--- src/rtl/pll_ctl_regbank.sv ---
module pll_ctl_regbank #(
  parameter int REF_W = 32,
  parameter int PW    = REF_W + 14
) (
  input  logic             clk,
  input  logic             rst_n,
  input  logic             wr_en,
  input  logic [4:0]       addr,
  input  logic [31:0]      wr_data,
  output logic [31:0]      rd_data,
  input  logic [REF_W-1:0] ref_freq,
  output logic [3:0]       od,
  output logic [5:0]       nr,
  output logic [12:0]      nf,
  output logic [11:0]      bwadj,
  output logic             bypass,
  output logic             pwrdn,
  output logic             pll_rst,
  output logic             pll_en,
  output logic [1:0]       mode,
  output logic [PW-1:0]    freq_out,
  output logic             freq_valid
);
  localparam int NREG = 5;
  localparam int DV_W = 12;
  localparam int CW   = $clog2(PW + 1);

  function automatic logic [15:0] fmask(input int i);
    case (i)
      0:       return 16'h3F0F;
      1:       return 16'h1FFF;
      2:       return 16'h0FFF;
      3:       return 16'h0023;
      default: return 16'h0003;
    endcase
  endfunction

  function automatic logic [15:0] rstval(input int i);
    return (i == 3) ? 16'h0001 : 16'h0000;
  endfunction

  logic [2:0]  idx;
  logic        hit;
  logic [15:0] regs [NREG];

  assign idx = addr[4:2];
  assign hit = (addr[1:0] == 2'b00) && (idx < 3'(NREG));

  for (genvar g = 0; g < NREG; g++) begin : g_reg
    always_ff @(posedge clk or negedge rst_n) begin
      if (!rst_n)
        regs[g] <= rstval(g);
      else if (wr_en && hit && idx == 3'(g))
        regs[g] <= (regs[g] & ~wr_data[31:16]) | (wr_data[15:0] & wr_data[31:16] & fmask(g));
    end
  end

  assign rd_data = hit ? {16'h0000, regs[idx]} : 32'h0;

  assign od      = regs[0][3:0];
  assign nr      = regs[0][13:8];
  assign nf      = regs[1][12:0];
  assign bwadj   = regs[2][11:0];
  assign bypass  = regs[3][0];
  assign pwrdn   = regs[3][1];
  assign pll_rst = regs[3][5];
  assign pll_en  = ~regs[3][1];
  assign mode    = regs[4][1:0];

  // snapshot of the operands the current result was computed from
  logic [REF_W-1:0] s_ref;
  logic [12:0]      s_nf;
  logic [5:0]       s_nr;
  logic [3:0]       s_od;
  logic             s_byp;
  logic             kick, busy, valid_q, changed, start;
  logic [CW-1:0]    cnt;
  logic [PW-1:0]    quo;
  logic [DV_W-1:0]  rem, dvs;
  logic [DV_W:0]    trial, diff;
  logic             ge;

  assign changed = (s_ref != ref_freq) || (s_nf != nf) || (s_nr != nr) ||
                   (s_od != od) || (s_byp != bypass);
  assign start   = changed || kick;
  assign trial   = {rem, quo[PW-1]};
  assign diff    = trial - {1'b0, dvs};
  assign ge      = trial >= {1'b0, dvs};

  always_ff @(posedge clk or negedge rst_n) begin
    if (!rst_n) begin
      kick     <= 1'b1;
      busy     <= 1'b0;
      valid_q  <= 1'b0;
      cnt      <= '0;
      quo      <= '0;
      rem      <= '0;
      dvs      <= '0;
      s_ref    <= '0;
      s_nf     <= '0;
      s_nr     <= '0;
      s_od     <= '0;
      s_byp    <= 1'b0;
      freq_out <= '0;
    end else if (start) begin
      kick    <= 1'b0;
      busy    <= 1'b1;
      valid_q <= 1'b0;
      cnt     <= CW'(PW);
      s_ref   <= ref_freq;
      s_nf    <= nf;
      s_nr    <= nr;
      s_od    <= od;
      s_byp   <= bypass;
      quo     <= PW'(ref_freq) * PW'({1'b0, nf} + 14'd1);
      dvs     <= DV_W'(({1'b0, nr} + 7'd1) * ({1'b0, od} + 5'd1));
      rem     <= '0;
    end else if (busy) begin
      rem <= ge ? diff[DV_W-1:0] : trial[DV_W-1:0];
      quo <= {quo[PW-2:0], ge};
      cnt <= cnt - 1'b1;
      if (cnt == CW'(1)) begin
        busy     <= 1'b0;
        valid_q  <= 1'b1;
        freq_out <= s_byp ? PW'(s_ref) : {quo[PW-2:0], ge};
      end
    end
  end

  assign freq_valid = valid_q && !changed;
endmodule


--- config.mk ---
export PLATFORM = sky130hd
export DESIGN_NAME = pll_ctl_regbank
export DESIGN_NICKNAME = d
export VERILOG_FILES = /design/src/rtl/pll_ctl_regbank.sv
export SDC_FILE = /design/constraint.sdc
export NUM_CORES = 2
export LEC_CHECK = 0
export ABC_CLOCK_PERIOD_IN_PS = 11000
export BUFFER_PORTS_ARGS = -buffer_cell sky130_fd_sc_hd__buf_4
export CAP_MARGIN = 20
export CORE_ASPECT_RATIO = 1.4
export CORE_UTILIZATION = 55
export DETAILED_ROUTE_END_ITERATION = 12
export PLACE_DENSITY = 0.74
export SYNTH_ARGS = -nofsm -noshare
export SYNTH_HDL_FRONTEND = slang
export SYNTH_SLANG_ARGS = --single-unit
--- constraint.sdc ---
create_clock -name clk -period 11 [get_ports clk]
set_clock_uncertainty 0.15 [all_clocks]
set_input_delay 1.65 -clock clk [delete_from_list [all_inputs] [get_ports clk]]
set_output_delay 1.65 -clock clk [all_outputs]
set_load 0.01 [all_outputs]
# Word-level counts from Yosys, hierarchy flattened
# Cells that the tools add are included.
# op_classes
add_sub_neg,5
mul,2
n_lt_le_gt_ge,3
n_eq_ne,10
mux,18
n_bitwise,15
n_reduce_logical,20
# op_table
cell,count
2-to-1 mux 46 bit,3
AND 16 bit,5
binary-select mux 16 bit (select 3 bit),1
2-to-1 mux 16 bit,3
multiplier 32 x 14 -> 46 bit,1
2-to-1 mux 12 bit,3
inequality test 32 bit,1
NOT 16 bit,1
OR 16 x 12 -> 16 bit,1
OR 16 x 13 -> 16 bit,1
OR 16 x 14 -> 16 bit,1
OR 16 x 2 -> 16 bit,1
OR 16 x 6 -> 16 bit,1
"adder 13 x 1 -> 14 bit, second input constant",1
AND 14 bit,1
>= comparator 13 x 12 -> 1 bit,1
inequality test 13 bit,1
multiplier 7 x 5 -> 12 bit,1
2-to-1 mux 6 bit,2
subtractor 12 bit,1
logical AND 1 bit,8
"adder 6 x 1 -> 7 bit, second input constant",1
"equality test 3 x 2 -> 1 bit, second input constant",2
"equality test 6 x 1 -> 1 bit, second input constant",1
19 further kinds,30
# totals
reg_bits,261
in_bits,72
output_inout_bits,120
wordCells,91

# Depth between registers and ports, before layout
# logic_depth
ltp_word,8
mapped_depth,30
ltp_nobuf,28

# Worst setup path after synthesis
# Ideal clock, no wire load.
# synth_path
path_type,input port to flip-flop
start,in ref_freq[11]
end,reg quo[32]
setup_time_ns,0.129
t_arrival_ns,7.011
t_required_ns,10.721
slack_ns,3.709
path_stages,22
path_buffers,2
cell_sequence,clkbuf_1 nand2_1 fa_1 inv_1 fa_1 fa_1 fa_1 fa_1 inv_1 fa_1 inv_1 ha_1 buf_2 a21oi_1 inv_1 a31oi_1 o221ai_1 or2_1 or3_1 a31oi_1 xor2_1 o21ai_1
# synth_via
elab_chain_cells,7
word_cells_on_any_way,9
cone_classes,mul: 1; eq/ne: 1; mux: 1; reduce/logical: 6
# synth_lines
element,line_no,rtl
"start, declared",11,"input logic [REF_W-1:0] ref_freq,"
branches (longest 7 deep; another with multiplier 32 x 14 -> 46 bit),-,
"end signal, assigned",115,"quo <= PW'(ref_freq) * PW'({1'b0, nf} + 14'd1);"
"end signal, assigned",120,"quo <= {quo[PW-2:0], ge};"
"end, declared",78,logic [PW-1:0] quo;
# Parallel ways; which one is timed is not known.
# A chain may end at the register's enable or synchronous reset.

==> impl_metrics.ini <==
[synthesis]
synthXorXnorAreaFrac = 0.04129
synth_compound_area_frac = 0.08602
synthAdderAreaFrac = 0.3324
synthMuxAreaShare = 0.05277
yosysSeqAreaShare = 0.2333
synth_edf_count = 0
avgSynthCellArea_sq_um = 9.238
synth_top_family_by_area = adder cells
synthFlopType = dfrtp_1
ys_types = 77
yosysWarnings = 0
synth_seq_cells = 261
synthCells = 3031
synthArstFlopShare = 1.000
synth_simple_gate_area_frac = 0.1527
syn_area_sq_mm = 0.02800

[worst_hold_path]
holdCritPathClass = reg -> reg
min_path_cells = 0

[drt]
num_vias = 21020
drc = 46
drtPass1Iterations = 9
drt_iter0_markers = 1313
drt-vias-per-instance = 5.735
routed_wirelength_um = 73040
wl_per_cell_um = 19.93
ant_nets = 0

[grt]
grt_pass1_wl_um = 118100
grt_overflow = 0
globalRouteTotalUtil = 0.2942
grt_pass1_vias = 22710
antenna_found_initial = 1
grt_max_degree = 161

[sta]
fin_tns_setup_ns = 0
finalWorstSetupSlack_ns = 2.439
fmax_mhz = 116.8
worst_pin_slew_ns = 1.147
rsz0062_at_grt = false
hold_slack_ns = 0.3200
slew_headroom = 0.2338
hold_violations = 0
finalSetupViolCount = 0
final.min_clock_period_ns = 8.561
fin_crit_sh = 0.7782
drv_slew = 0

[critical_path]
cp.depth = 25
rrSetupSlack_ns = 2.44
crit_required_ns = 11.25
worstSetupEndpointType = flip-flop
worst-setup-path-type = reg -> reg
critPathBufInv = 4
critPathTopFamily = adder cells
cp_max_fo = 32
start_kind = flip-flop
critPathMaxStageDelay_ns = 0.88
cp_slowest_cell = xor2_4
crit_arrival_ns = 8.81
path_common_cell = fa_1
r2r_cells = 25

[placement]
dpl_worst_slack_ns = 2.496
dpl-instance-area_sq_mm = 0.02916
port_buffers = 173
hpwl_um = 55700
place.gp.congestion = 0.9114

[floorplanning]
die_h_um = 269.0
core-area_sq_mm = 0.05012
dieArea_sq_mm = 0.05183
die_x_um = 192.7
ioPinCount = 192
rows = 97
initial_core_util = 0.5586

[cells_and_area]
area_growth_pct = 7.775
nets = 3590
stdcell_area_sq_mm = 0.03018
drive_above_1_share = 0.1139
final_cell_mix = nand2_1 (479), inv_1 (407), fa_1 (373)
final_common_cell = nand2_1

[cts]
cts_buffers = 29
clock-sinks = 261
hold_buffers = 0
insertion_delay_ns = 0.56
cts_max_level = 1
cts-resized-gates = 0
cts_max_path_buffers = 3
cts_tree = built
cts_root_buffer = clkbuf_16
post_cts_buffers = 0
cts.reportedPaths.clkPinSlew_ns = 0.06

[status]
violations = DRC
status = complete, but fails checks

[pwr]
power_density_mw_per_mm2 = 203.2
ir_drop_mv = 0.1682
p_leak_nw = 15.18

[run]
drv_cap = 0
-- synthesized netlist by cell type, types with 13 or more instances --
master	n	area [sq um]
a211oi_1	13	97.59
a21boi_0	32	240.2
a21o_1	28	210.2
a21oi_1	120	600.6
and2_1	162	1013
buf_2	29	145.1
buf_4	57	427.9
clkbuf_1	175	656.9
dfrtp_1	259	6481
fa_1	373	7467
ha_1	147	1839
inv_1	407	1528
mux2_2	49	551.8
mux2i_1	70	700.7
nand2_1	479	1798
nand2b_1	13	81.33
nand3_1	33	165.2
nand3b_1	15	112.6
nand4_1	16	100.1
nor2_1	95	356.6
nor2b_1	23	143.9
nor3_1	15	75.07
nor4_1	19	118.9
o211ai_1	13	97.59
o21ai_0	74	370.4
o21ai_1	45	225.2
or2_2	14	87.58
xnor2_1	46	402.9
xor2_1	86	753.2
-- per-layer routing --
metal,vias up,part of all wire,GRT usage
li1,9337,-,-
met1,10670,0.36,0.3349
met2,775,0.52,0.5314
met3,240,0.065,0.04556
met4,0,0.053,0.1449
met5,-,0,0
-- power breakdown --
group	leakage [nW]	internal, mW	total (mW)	switching (mW)
Clock	0.497	0.612	1.03	0.421
Sequential	3.37	1.12	1.25	0.131
Combinational	11.3	1.51	3.85	2.33
Total	15.2	3.25	6.13	2.89
-- cell type report --
class,instances,area [sq um]
fill,4178,19950
sequential,261,6536
multi-input combinational,2105,18820
timing repair buffer,192,1461
clock buffer,38,799.5
inverter,409,1535
clock inverter,16,215.2
tap,643,804.5
antenna,1,2.502
-- worst reg2reg max path, stage by stage, from the launching register on --
cell      delay [ns]
dfrtp_1         0.58
and3_1          0.26
and3_1          0.22
nand4_1         0.21
nor2_1          0.33
xor2_4          0.88
nand2_1         0.21
fa_1            0.53
fa_1            0.50
inv_1           0.05
fa_1            0.51
fa_1            0.44
fa_1            0.51
inv_1           0.05
fa_1            0.47
inv_1           0.05
ha_1            0.36
a21oi_1         0.25
inv_1           0.10
a31oi_1         0.30
o221ai_1        0.26
or2_1           0.31
or3_1           0.39
a31oi_1         0.24
xor2_1          0.18
o21ai_1         0.07
-- logic make-up (layout without fill, tap and decap cells) --
logic type	after synthesis	count (layout)
adder cells (fa/ha/maj)	520	520
multiplexers	133	133
AND/OR/NAND/NOR	914	914
AO/OA/AOI/OAI	389	389
XOR/XNOR	132	132
buffers and inverters	681	655
other	1	18
flip-flops	261	261
-- through the flow --
step | utilization | std cells | power (mW)
5_1_grt | 0.6020 | 3664 | 6.674
3_3_place_gp | 0.5818 | 3610 | 5.035
6_report | 0.6021 | 3665 | 6.132
3_5_place_dp | 0.5818 | 3610 | 5.096
2_1_floorplan | - | 3047 | 4.090
4_1_cts | 0.6020 | 3664 | 6.171
-- worst paths after layout --
kind | from | endpoint
worst min register to register | flip-flop | s_byp
worst max-delay path | flip-flop | quo[32]
worst max register to register | flip-flop | quo[32]
min in group asynchronous | rst_n | asynchronous set/reset pin
worst min-delay path | flip-flop | s_byp
max in group asynchronous | rst_n | busy
Note: power is estimated with default switching activity, not from simulation.
